`src/rtl/afs_pkg.sv`:
```
package afs_pkg;
    localparam int ERR_W  = 4;
    localparam int IRQ_W  = 3;
    localparam int FLAG_W = ERR_W + IRQ_W;
    localparam int STAT_W = FLAG_W + 1;

    // status bit positions
    localparam int B_PB_UNDER  = 0;
    localparam int B_PB_OVER   = 1;
    localparam int B_CAP_OVER  = 2;
    localparam int B_CAP_UNDER = 3;
    localparam int B_PB_IRQ    = 4;
    localparam int B_CAP_IRQ   = 5;
    localparam int B_TMR_IRQ   = 6;

    typedef struct packed {
        logic cap_under;
        logic cap_over;
        logic pb_over;
        logic pb_under;
    } err_ev_t;

    typedef struct packed {
        logic replay_rd;
        logic drop_adc;
        logic drop_host_wr;
        logic miss_dac;
    } fifo_ctl_t;
endpackage

```
`src/rtl/afs_err_detect.sv`:
```
module afs_err_detect
    import afs_pkg::*;
(
    input  logic      pb_full,
    input  logic      pb_empty,
    input  logic      cap_full,
    input  logic      cap_empty,
    input  logic      host_wr,
    input  logic      host_rd,
    input  logic      dac_req,
    input  logic      adc_load,
    output err_ev_t   err_o,
    output fifo_ctl_t ctl_o
);
    // Each error is the coincidence of a strobe with the wrong FIFO state.
    always_comb begin
        err_o          = '0;
        err_o.pb_under  = dac_req  & pb_empty;
        err_o.pb_over   = host_wr  & pb_full;
        err_o.cap_over  = adc_load & cap_full;
        err_o.cap_under = host_rd  & cap_empty;

        ctl_o              = '0;
        ctl_o.miss_dac     = err_o.pb_under;
        ctl_o.drop_host_wr = err_o.pb_over;
        ctl_o.drop_adc     = err_o.cap_over;
        ctl_o.replay_rd    = err_o.cap_under;
    end
endmodule

```
`src/rtl/afs_sticky_bank.sv`:
```
module afs_sticky_bank #(
    parameter int W = 7
) (
    input  logic         clk,
    input  logic         rst_n,
    input  logic [W-1:0] set_i,
    input  logic [W-1:0] clr_i,
    output logic [W-1:0] flag_o
);
    typedef struct packed {
        logic [W-1:0] flags;
    } bank_t;

    bank_t bank_d, bank_q;

    // set has priority over clear
    always_comb begin
        bank_d       = bank_q;
        bank_d.flags = (bank_q.flags & ~clr_i) | set_i;
    end

    always_ff @(posedge clk) begin
        if (!rst_n) bank_q <= '0;
        else        bank_q <= bank_d;
    end

    assign flag_o = bank_q.flags;

    for (genvar g = 0; g < W; g++) begin : g_chk
        AST_SET_WINS: assert property (@(posedge clk) disable iff (!rst_n)
            set_i[g] |=> flag_o[g]);
        AST_HOLD_UNTIL_CLR: assert property (@(posedge clk) disable iff (!rst_n)
            (flag_o[g] && !clr_i[g]) |=> flag_o[g]);
        AST_CLR_DROPS: assert property (@(posedge clk) disable iff (!rst_n)
            (clr_i[g] && !set_i[g]) |=> !flag_o[g]);
        AST_NO_SPURIOUS: assert property (@(posedge clk) disable iff (!rst_n)
            (!flag_o[g] && !set_i[g]) |=> !flag_o[g]);
    end
endmodule

```
`src/rtl/aud_fifo_status.sv`:
```
module aud_fifo_status
    import afs_pkg::*;
(
    input  logic       clk,
    input  logic       rst_n,
    input  logic       pb_full,
    input  logic       pb_empty,
    input  logic       cap_full,
    input  logic       cap_empty,
    input  logic       host_wr,
    input  logic       host_rd,
    input  logic       dac_req,
    input  logic       adc_load,
    input  logic       pb_irq_ev,
    input  logic       cap_irq_ev,
    input  logic       tmr_irq_ev,
    input  logic [6:0] clr,
    output logic [7:0] status,
    output logic       dac_miss,
    output logic       host_wr_drop,
    output logic       adc_drop,
    output logic       rd_replay,
    output logic       irq
);
    err_ev_t           err;
    fifo_ctl_t         ctl;
    logic [FLAG_W-1:0] set_vec;
    logic [FLAG_W-1:0] flags;

    afs_err_detect u_detect (
        .pb_full  (pb_full),
        .pb_empty (pb_empty),
        .cap_full (cap_full),
        .cap_empty(cap_empty),
        .host_wr  (host_wr),
        .host_rd  (host_rd),
        .dac_req  (dac_req),
        .adc_load (adc_load),
        .err_o    (err),
        .ctl_o    (ctl)
    );

    always_comb begin
        set_vec              = '0;
        set_vec[ERR_W-1:0]   = err;
        set_vec[B_PB_IRQ]    = pb_irq_ev;
        set_vec[B_CAP_IRQ]   = cap_irq_ev;
        set_vec[B_TMR_IRQ]   = tmr_irq_ev;
    end

    afs_sticky_bank #(.W(FLAG_W)) u_bank (
        .clk   (clk),
        .rst_n (rst_n),
        .set_i (set_vec),
        .clr_i (clr),
        .flag_o(flags)
    );

    assign status       = {1'b0, flags};
    assign dac_miss     = ctl.miss_dac;
    assign host_wr_drop = ctl.drop_host_wr;
    assign adc_drop     = ctl.drop_adc;
    assign rd_replay    = ctl.replay_rd;
    assign irq          = |flags[B_TMR_IRQ:B_PB_IRQ];

    AST_MISS_FLAGGED: assert property (@(posedge clk) disable iff (!rst_n)
        dac_miss |=> status[B_PB_UNDER]);
    AST_WR_DROP_FLAGGED: assert property (@(posedge clk) disable iff (!rst_n)
        host_wr_drop |=> status[B_PB_OVER]);
    AST_ADC_DROP_FLAGGED: assert property (@(posedge clk) disable iff (!rst_n)
        adc_drop |=> status[B_CAP_OVER]);
    AST_REPLAY_FLAGGED: assert property (@(posedge clk) disable iff (!rst_n)
        rd_replay |=> status[B_CAP_UNDER]);
    AST_TMR_RAISES_IRQ: assert property (@(posedge clk) disable iff (!rst_n)
        tmr_irq_ev |=> irq);
    AST_IRQ_FALLS_ON_CLR: assert property (@(posedge clk) disable iff (!rst_n)
        (&clr[B_TMR_IRQ:B_PB_IRQ] && !pb_irq_ev && !cap_irq_ev && !tmr_irq_ev) |=> !irq);
endmodule

```
`config.mk`:
```
export PLATFORM = sky130hd
export DESIGN_NAME = aud_fifo_status
export DESIGN_NICKNAME = d
export VERILOG_FILES = /design/src/rtl/afs_pkg.sv /design/src/rtl/afs_err_detect.sv /design/src/rtl/afs_sticky_bank.sv /design/src/rtl/aud_fifo_status.sv
export SDC_FILE = /design/constraint.sdc
export NUM_CORES = 1
export LEC_CHECK = 0
export ABC_AREA = 1
export BUFFER_PORTS_ARGS = -buffer_cell sky130_fd_sc_hd__buf_4
export CAP_MARGIN = 0
export CORE_AREA = 2 2 39 41
export DETAILED_ROUTE_END_ITERATION = 8
export DIE_AREA = 0 0 41 43
export PLACE_DENSITY = 0.61
export SLEW_MARGIN = 20
export SYNTH_ARGS = -nofsm -noshare
export SYNTH_HDL_FRONTEND = slang
export SYNTH_SLANG_ARGS = --single-unit
```
`constraint.sdc`:
```
create_clock -name clk -period 0.8 [get_ports clk]
set_input_delay 0.04 -clock clk [delete_from_list [all_inputs] [get_ports clk]]
set_output_delay 0.04 -clock clk [all_outputs]
set_load 0.05 [all_outputs]
```
==> qor.log, run 1 <==
[min_path] hold worst-path end u_bank.flag_o[4]
[cells_and_area] Area Overhead vs Synth 122%
[floorplan] total number of placement rows 14
[cells_and_area] cell area after layout 654 um^2
[floorplan] DIE WIDTH 41 um
[route] number of vias per cell after detailed routing 3.80
[timing] Period Utilization, post-route 117%
[clocking] CTS Hold Bufs 0
[synth] mean instance size in the synthesized netlist 6.56 um^2
[grt] number of antenna violations at the first check in global routing 0
[clocking] buffer depth of the longest clock path 2
[cells_and_area] number of flip-flops under the largest register name 7
[power_and_ir_drop] Power Dens Cells 1630 mW/mm^2
[timing] setup clock skew after layout 0 ns
[placement] post-placement cell area 552 um^2
[cells_and_area] end-of-flow core utilization 47.3%
[grt] total congestion overflow after global routing 0
[placement] global placement routability congestion 0.564
[clocking] clock tree from TritonCTS done
[placement] HPWL Detailed 573 um
[critical_path] critical path fanouts, max 2
[synth] Synth Warn # 0
[critical_path] Req. time, crit path 0.76 ns
[min_path] critical hold path startpoint clr[4]
[synth] area leader, netlist dfxtp_1
[timing] total count of hold-check failures in the final report 0
[cells_and_area] total number of nets in the final design 102
[outcome] failing checks setup timing
[floorplan] starting density of the core 21.3%
[route] average wire length per cell after detail routing 7.66 um
[placement] Port Buffers 31
[synth] total of flip-flops plus latches after synthesis 7
[critical_path] Reg-to-Reg End u_bank.flag_o[5]
[critical_path] worst reg2reg path depth 3
[placement] post-placement worst setup slack 0.105 ns
[route] number of design rule violations left after detail routing 0
[timing] unrepaired setup endpoints after global routing true
[timing] final slew viol count 0
[timing] final critical delay including setup and external delays 0.938 ns
[synth] post-synthesis share of cell area spent on and, or, nand and nor gates 16.5%
[route] remaining number of nets flagged by the antenna check after routing 0
[critical_path] start of the worst register-to-register path u_bank.flag_o[5]
[synth] largest family of logic cells by synthesized area buffers and inverters
[synth] area fraction of the dominant cell type after synthesis 47.5%
[synth] post-synthesis cell count 45
[cells_and_area] count of inserted antenna diode cells 0
[timing] final setup violation count 3
[floorplan] full die area 0.00176 mm^2
[cells_and_area] fraction of final layout cells sized beyond drive strength 1 56.8%
[power_and_ir_drop] largest voltage drop on the vdd net 0.810 mV
[synth] Post-Synthesis Cell Area 295 um^2
[grt] number of global-route vias before repair 317
[synth] largest cells by area after synthesis dfxtp_1 47%, inv_1 19%, nand2_1 15%, a21oi_1 12%, buf_4 2.5%
[grt] global-route usage over all layers 10.5%
[synth] compound-gate portion of the synthesized area 11.9%
[clocking] Clock Sinks 7
[clocking] Clock Latency Late Sink 0.24 ns
[route] first-iteration detailed-routing DRC count 2
[synth] mux contribution to synthesized area 0%
[timing] WHS 0.0292 ns
[critical_path] arrival time at the worst endpoint 0.90 ns
[clocking] number of clock buffers inserted by TritonCTS 3
[synth] synthesized-area fraction occupied by xor and xnor cells 0%
[synth] synthesized netlist net count 65
[clocking] htree depth 1
[synth] number of distinct library cells after synthesis 8
[power_and_ir_drop] total leakage power 0.381 nW
[route] number of detailed-routing iterations run before antenna repair 2
[route] total wire length 743 um
[clocking] clock transition at the registers of the reported paths 0.05 ns
[critical_path] Setup Crit Path Kind reg2out
[outcome] result of the run complete, but fails checks
[critical_path] kind of end point of the critical path primary output
[critical_path] Critical Path Source Type flip-flop
[route] overall via count from detail_route 369
[min_path] worst hold path type in2reg
[timing] Worst Setup Slack, final -0.138 ns
[synth] share of synthesized area occupied by flip-flops and latches 47.5%
[min_path] number of cells traversed by the worst hold path 4
[floorplan] die outline height 43 um
[synth] arithmetic-cell share of the synthesized area counting full adders, half adders and majority gates 0%
[grt] global-route wire length before repair 1160 um
[floorplan] I/O pin cnt 33
[cells_and_area] fillcell total 142
[critical_path] slack of the worst reg-to-reg path 0.10 ns
[timing] Max Freq 1070 MHz
[grt] maximum number of pins on one net before global-route repair 8
[flow_run] Maximum Capacitance Violations 0
[power_and_ir_drop] total power draw 1.07 mW
[floorplan] core outline area 0.00138 mm^2
[clocking] root buf cell clkbuf_4
## cell usage after synthesis
| cell | instances |
|---|---|
| nor2_1 | 1 |
| dfxtp_1 | 7 |
| conb_1 | 1 |
| inv_1 | 15 |
| inv_2 | 1 |
| buf_4 | 1 |
| a21oi_1 | 7 |
| nand2_1 | 12 |
## layout by cell type (no fill, tap or decap)
cell	netlist	final
inv_2	1	1
nor2_4	0	1
nand2_2	0	1
clkbuf_1	0	1
dfxtp_2	0	5
conb_1	1	1
buf_6	0	5
a21oi_1	7	7
nand2_1	12	11
buf_8	0	4
inv_1	15	15
buf_4	1	24
clkbuf_4	0	3
dfxtp_4	0	2
## critical path: stages (launching register included)
cell and delay [ns]:
dfxtp_4 0.35, nor2_4 0.10, nand2_2 0.06, buf_8 0.15
## metal layers
layer	share of wire [%]	up-vias	routed length, um	track usage (%)
li1	-	195	-	-
met1	37	156	275	10.3
met2	54	18	402	15.0
met3	8.7	0	65	6.28
met4	0	0	0	8.00
met5	0	-	0	0
## where the power goes
part | total, mW | leakage (nW) | switching (mW) | internal [mW]
registers | 0.390 | 0.0608 | 0.0183 | 0.371
logic | 0.361 | 0.305 | 0.200 | 0.161
clock network | 0.315 | 0.0150 | 0.125 | 0.190
## repair_timing
item / 4_1_cts / 5_1_grt
gates cloned: 0 / 0
endpoints found under the setup margin: 8 / 5
pin swaps: 0 / 1
setup buffers: 1 / 1
gates resized for setup: 11 / 6
## cell type report
| cell class | instances | area, um^2 | share of cell area, % |
|---|---|---|---|
| multi-input combinational | 21 | 97.6 | 14.9 |
| inverter | 16 | 60.1 | 9.18 |
| tap | 16 | 20.0 | 3.06 |
| clock buffer | 4 | 26.3 | 4.02 |
| sequential | 7 | 154 | 23.5 |
| timing repair buffer | 33 | 297 | 45.3 |
## stage by stage
stage	std cells	TNS, ns
finish	97	-0.333
floorplan	45	-0.0335
global placement	91	0
CTS	96	-0.225
global route	97	-0.457
detailed placement	91	0
## worst max-delay path by stage
| stage | start | end | slack [ns] | cells past startpoint |
|---|---|---|---|---|
| 6_report | u_bank.flag_o[5] | irq | -0.14 | 3 |
| 3_5_place_dp | u_bank.flag_o[4] | irq | 0.10 | 3 |
| 3_3_place_gp | u_bank.flag_o[4] | irq | 0.11 | 3 |
| 4_1_cts | u_bank.flag_o[4] | irq | -0.13 | 3 |
| 2_1_floorplan | u_bank.flag_o[4] | irq | -0.03 | 2 |
| 5_1_grt | u_bank.flag_o[5] | irq | -0.18 | 3 |
## logic make-up (layout without fill, tap and decap cells)
| group | Yosys count | after routing |
|---|---|---|
| buffers and inverters | 17 | 53 |
| AND/OR/NAND/NOR | 13 | 13 |
| AO/OA/AOI/OAI | 7 | 7 |
| flip-flops | 7 | 7 |
| other | 1 | 1 |
No activity file was read; power rests on OpenSTA's default activity.
==> run 2, diff against run 1 <==
Settings changed: ABC_AREA 1 to not set, PLACE_DENSITY 0.61 to 0.6.
==> run 2 against run 1 <==
The run still ends with setup timing left. Combinational power rose by 5.5%. Non-clock buffer count rose by 2. Global-route usage shrank 0.48 points.
==> qor.log, run 2 <==
[outcome] result of the run complete, but fails checks
[outcome] failing checks setup timing
[power_and_ir_drop] Sequential Power Share 35.2%
[power_and_ir_drop] largest voltage drop on the vdd net 0.792 mV
[grt] maximum number of pins on one net before global-route repair 8
[power_and_ir_drop] net switching share of the total power 30.8%
[synth] number of distinct library cells after synthesis 7
[power_and_ir_drop] net switching power of the design 0.328 mW
[cells_and_area] fraction of final layout cells sized beyond drive strength 1 72.7%
[timing] Worst Setup Slack, final -0.357 ns
[timing] setup clock skew after layout 0 ns
[min_path] worst hold path type in2reg
[power_and_ir_drop] total leakage power 0.323 nW
[cells_and_area] top library cells by usage in the layout, fill and taps aside 24 x buf_4, 7 x o21a_1, 7 x dfxtp_4, 6 x buf_6
[timing] unrepaired setup endpoints after global routing true
[floorplan] die outline height 43 um
[synth] top post-synthesis cells by count 7 x dfxtp_1, 7 x nor2b_1, 7 x o21a_1, 4 x and2_1
[synth] number of enable flip-flop cells after synthesis 0
[placement] Port Buffers 31
[cells_and_area] cell area after layout 689 um^2
[route] number of vias per cell after detailed routing 4.12
[grt] global-route usage over all layers 9.97%
[power_and_ir_drop] Pint 0.738 mW
[timing] final slew viol count 0
[synth] most frequently used flop master after synthesis dfxtp_1
[critical_path] Largest stage delay, worst path 0.38 ns
[grt] total congestion overflow after global routing 0
[cells_and_area] number of flip-flops under the largest register name 7
[synth] synthesized netlist net count 48
[floorplan] core outline area 0.00138 mm^2
[placement] HPWL Detailed 554 um
[power_and_ir_drop] Logic pwr share 35.7%
[critical_path] Setup Crit Path Kind reg2out
[route] remaining number of nets flagged by the antenna check after routing 0
[clocking] clock tree from TritonCTS done
[clocking] htree depth 1
[clocking] root buf cell clkbuf_4
[critical_path] standard cell with the maximum stage delay on the critical path or3_4
[clocking] Clock Latency Late Sink 0.24 ns
[floorplan] DIE WIDTH 41 um
[clocking] buffer depth of the longest clock path 2
[cells_and_area] count of inserted antenna diode cells 0
[power_and_ir_drop] total power draw 1.07 mW
[synth] mean instance size in the synthesized netlist 9.96 um^2
[power_and_ir_drop] Power Dens Cells 1550 mW/mm^2
[synth] area fraction of the dominant cell type after synthesis 50.2%
[critical_path] critical path fanouts, max 2
[route] number of design rule violations left after detail routing 0
[floorplan] I/O pin cnt 33
[synth] Synth Warn # 0
[route] number of detailed-routing iterations run before antenna repair 1
[synth] area leader, netlist dfxtp_1
[clocking] clock transition at the registers of the reported paths 0.05 ns
[grt] global-route wire length before repair 1170 um
[route] overall via count from detail_route 338
[route] first-iteration detailed-routing DRC count 0
[critical_path] cell-by-cell listing of the critical path or3_4 > buf_6
[timing] accumulated negative setup slack -0.644 ns
[critical_path] arrival time at the worst endpoint 1.12 ns
[critical_path] kind of end point of the critical path primary output
[synth] proportion of synthesized flip-flops having asynchronous set or reset 0%
[cells_and_area] end-of-flow core utilization 49.8%
[floorplan] starting density of the core 20.2%
[grt] number of global-route vias before repair 332
[placement] post-placement cell area 578 um^2
[synth] largest cells by area after synthesis dfxtp_1 50%, o21a_1 19%, nor2b_1 16%, and2_1 9.0%, buf_4 2.7%
[power_and_ir_drop] share of power burned in the clock network 29.1%
[timing] final setup violation count 7
[floorplan] total number of placement rows 14
[cells_and_area] commonest non-fill, non-tap cell in the layout buf_4
[critical_path] Critical Path Source Type flip-flop
[timing] final critical delay including setup and external delays 1.16 ns
[timing] Max Freq 865 MHz
[clocking] Clock Sinks 7
[synth] Post-Synthesis Cell Area 279 um^2
[synth] share of synthesized area occupied by flip-flops and latches 50.2%
[route] total wire length 758 um
[synth] post-synthesis cell count 28
[synth] total of flip-flops plus latches after synthesis 7
[timing] Period Utilization, post-route 145%
[cells_and_area] total number of nets in the final design 87
[clocking] number of clock buffers inserted by TritonCTS 3
[grt] number of antenna violations at the first check in global routing 0
[floorplan] full die area 0.00176 mm^2
[critical_path] Req. time, crit path 0.76 ns
[route] average wire length per cell after detail routing 9.24 um
[placement] global placement routability congestion 0.570
[cells_and_area] Area Overhead vs Synth 147%
[flow_run] Maximum Capacitance Violations 0
[critical_path] slack of the worst reg-to-reg path -0.03 ns
[timing] total count of hold-check failures in the final report 0
run 2: changes by cell type after synthesis, sizes merged:
| cell | change |
|---|---|
| a21oi | -7 |
| and2 | +4 |
| inv | -16 |
| nand2 | -12 |
| nor2 | -1 |
| nor2b | +7 |
| o21a | +7 |
| or3 | +1 |
run 2: worst paths after layout:
kind | startpoint | to | depth (start not counted)
min | pb_irq_ev | u_bank.flag_o[4] | 2
max reg2reg | u_bank.flag_o[6] | u_bank.flag_o[6] | 3
max | u_bank.flag_o[6] | irq | 2
min reg2reg | u_bank.flag_o[0] | u_bank.flag_o[0] | 2
run 2: logic make-up after synthesis:
group	after synthesis	share of synthesized area [%]
compound gates	7	18.8
buf+inv	1	2.69
flops	7	50.2
other cells	1	1.34
simple gates	12	26.9
run 2: layout make-up:
type / instances / area (um^2)
Sequential cell: 7 / 166
Timing Repair Buffer: 35 / 318
Tap cell: 16 / 20.0
Multi-Input combinational cell: 20 / 159
Fill cell: 141 / 694
Clock buffer: 4 / 26.3
run 2: repair_timing:
item | CTS | global route
hold buffers | 0 | 1
buffers inserted | 0 | 1
resized for setup | 14 | 4
endpoints found under the setup margin | 11 | 9
hold endpoints to repair | 0 | 1
run 2: through the flow:
step | setup slack, ns | cells | hold slack [ns]
2_1_floorplan | -0.114 | 28 | 0.157
3_3_place_gp | -0.114 | 77 | 0.255
3_5_place_dp | -0.117 | 77 | 0.256
4_1_cts | -0.359 | 81 | 0.0000961
5_1_grt | -0.387 | 82 | 0.00873
6_report | -0.357 | 82 | 0.00878
run 2: routing by layer:
layer / GRT usage, % / part of all wire, % / vias to the layer above
li1: - / - / 167
met4: 4.00 / 0 / 0
met2: 16.9 / 51 / 23
met1: 9.42 / 36 / 148
met3: 5.24 / 13 / 0
met5: 0 / 0 / -
run 2: critical path, delay by kind of cell (launching register included):
family / cells / cell delay [ns]
flops: 1 / 0.33
simple gates: 1 / 0.38
buf+inv: 1 / 0.16
run 2: power by group through the flow:
stage	Sequential (mW)	Combinational, mW	Clock, mW
3_5_place_dp	0.378	0.331	0
3_3_place_gp	0.377	0.329	0
6_report	0.375	0.381	0.310
2_1_floorplan	0.454	0.114	0
4_1_cts	0.374	0.369	0.323
5_1_grt	0.378	0.402	0.352
==> run 3, diff against run 2 <==
Settings changed: REMOVE_ABC_BUFFERS set to 1.
Clock period 0.8 ns to 1.35 ns, I/O delays scaled along.
==> run 3 against run 2 <==
The flow now finishes without violations. Utilization down 10 points. Critical endpoint unchanged. Largest cell class unchanged. Final area fell by 20%. Hold slack improved by 0.013 ns.
==> qor.log, run 3 (same netlist as run 2, synthesis figures left out) <==
[outcome] result of the run finished clean
[route] first-iteration detailed-routing DRC count 0
[min_path] hold worst-path end u_bank.flag_o[5]
[floorplan] I/O pin cnt 33
[grt] total congestion overflow after global routing 0
[power_and_ir_drop] Power Dens Cells 1090 mW/mm^2
[clocking] htree depth 1
[clocking] buffer depth of the longest clock path 2
[clocking] clock transition at the registers of the reported paths 0.05 ns
[clocking] setup bufs post-CTS 0
[floorplan] core outline area 0.00138 mm^2
[route] overall via count from detail_route 319
[placement] post-placement cell area 524 um^2
[critical_path] kind of end point of the critical path primary output
[power_and_ir_drop] largest voltage drop on the vdd net 0.358 mV
[clocking] Clock Sinks 7
[timing] accumulated negative setup slack 0 ns
[cells_and_area] total number of nets in the final design 83
[timing] unrepaired setup endpoints after global routing false
[critical_path] worst reg2reg path depth 2
[clocking] Clock Latency Late Sink 0.25 ns
[cells_and_area] Area Overhead vs Synth 97.3%
[clocking] root buf cell clkbuf_4
[clocking] CTS Hold Bufs 0
[critical_path] cell-by-cell listing of the critical path or3_1 > buf_4
[route] average wire length per cell after detail routing 8.88 um
[min_path] number of cells traversed by the worst hold path 2
[cells_and_area] commonest non-fill, non-tap cell in the layout buf_4
[cells_and_area] count of inserted antenna diode cells 0
[grt] global-route wire length before repair 1100 um
[critical_path] start of the worst register-to-register path u_bank.flag_o[5]
[critical_path] Largest stage delay, worst path 0.36 ns
[clocking] PostCTS Resize Cnt 0
[route] number of design rule violations left after detail routing 0
[grt] number of antenna violations at the first check in global routing 0
[min_path] critical hold path startpoint cap_irq_ev
[critical_path] Setup Crit Path Kind reg2out
[floorplan] die outline height 43 um
[critical_path] slack of the worst reg-to-reg path 0.65 ns
[grt] maximum number of pins on one net before global-route repair 8
[timing] final setup violation count 0
[timing] final slew viol count 0
[route] number of detailed-routing iterations run before antenna repair 1
[cells_and_area] cell area after layout 551 um^2
[timing] total count of hold-check failures in the final report 0
[clocking] number of clock buffers inserted by TritonCTS 3
[critical_path] critical path fanouts, max 3
[floorplan] starting density of the core 20.2%
[timing] Max Freq 849 MHz
[route] number of vias per cell after detailed routing 4.09
[floorplan] DIE WIDTH 41 um
[grt] met3 Usage GRT 9.95%
[critical_path] standard cell with the maximum stage delay on the critical path or3_1
[placement] global placement routability congestion 0.537
[grt] M2 GR Usage 13.8%
[critical_path] arrival time at the worst endpoint 1.11 ns
[timing] Period Utilization, post-route 87.3%
[timing] final critical delay including setup and external delays 1.18 ns
[placement] Port Buffers 31
[floorplan] full die area 0.00176 mm^2
[grt] number of global-route vias before repair 290
[floorplan] total number of placement rows 14
[grt] met1 track demand over resource in global routing 9.39%
[critical_path] Req. time, crit path 1.28 ns
[grt] global routing's busiest layer met2
[route] total wire length 693 um
[critical_path] Reg-to-Reg End u_bank.flag_o[5]
[route] remaining number of nets flagged by the antenna check after routing 0
[grt] global-route usage over all layers 9.86%
[flow_run] Maximum Capacitance Violations 0
[clocking] clock tree from TritonCTS done
[timing] setup clock skew after layout 0 ns
[cells_and_area] fraction of final layout cells sized beyond drive strength 1 54.8%
[critical_path] Critical Path Source Type flip-flop
[power_and_ir_drop] total leakage power 0.275 nW
[min_path] worst hold path type in2reg
[cells_and_area] number of flip-flops under the largest register name 7
[cells_and_area] top library cells by usage in the layout, fill and taps aside 31 x buf_4, 7 x nor2b_1, 7 x o21a_1, 7 x dfxtp_1, 4 x and2_1
[cells_and_area] end-of-flow core utilization 39.8%
-- run 3: cell count changes in the layout (fill, tap and decap cells not counted), sizes merged --
cell / before / now
dlygate4sd3: 1 / 0
buf: 34 / 31
-- run 3: per-layer routing --
layer / wire length (um) / part of all wire, % / vias to the layer above
li1: - / - / 158
met1: 203 / 29 / 142
met2: 371 / 54 / 19
met3: 119 / 17 / 0
met4: 0 / 0 / 0
met5: 0 / 0 / -
-- run 3: worst max-delay path by stage --
stage,from,endpoint,slack (ns),cells after the start
global route,u_bank.flag_o[4],irq,0.11,2
detailed placement,u_bank.flag_o[4],irq,0.44,2
global placement,u_bank.flag_o[4],irq,0.44,2
CTS,u_bank.flag_o[4],irq,0.15,2
finish,u_bank.flag_o[4],irq,0.17,2
floorplan,u_bank.flag_o[4],irq,0.17,1
-- run 3: cell type report --
type | instances | area [um^2]
clock buffer | 4 | 26.3
multi-input combinational | 20 | 131
fill | 150 | 833
timing repair buffer | 31 | 233
sequential | 7 | 140
tap | 16 | 20.0
-- run 3: critical path, delay by kind of cell (launching register included) --
kind | cells | cell delay, ns
buffers and inverters | 1 | 0.19
DFF | 1 | 0.31
and+or+nand+nor | 1 | 0.36
-- run 3: metrics by stage --
stage	hold WS (ns)	setup slack, ns	cells	total power, mW
floorplan	0.185	0.174	27	0.335
global placement	0.279	0.440	74	0.413
detailed placement	0.281	0.439	74	0.414
CTS	0.0109	0.155	78	0.613
global route	0.0157	0.105	78	0.638
finish	0.0214	0.171	78	0.599
-- run 3: power breakdown --
part           internal, mW  switching [mW]  leakage, nW
Combinational        0.0772           0.106        0.202
Clock                 0.113          0.0783       0.0150
Sequential            0.219         0.00591       0.0581
Total                 0.409           0.190        0.275
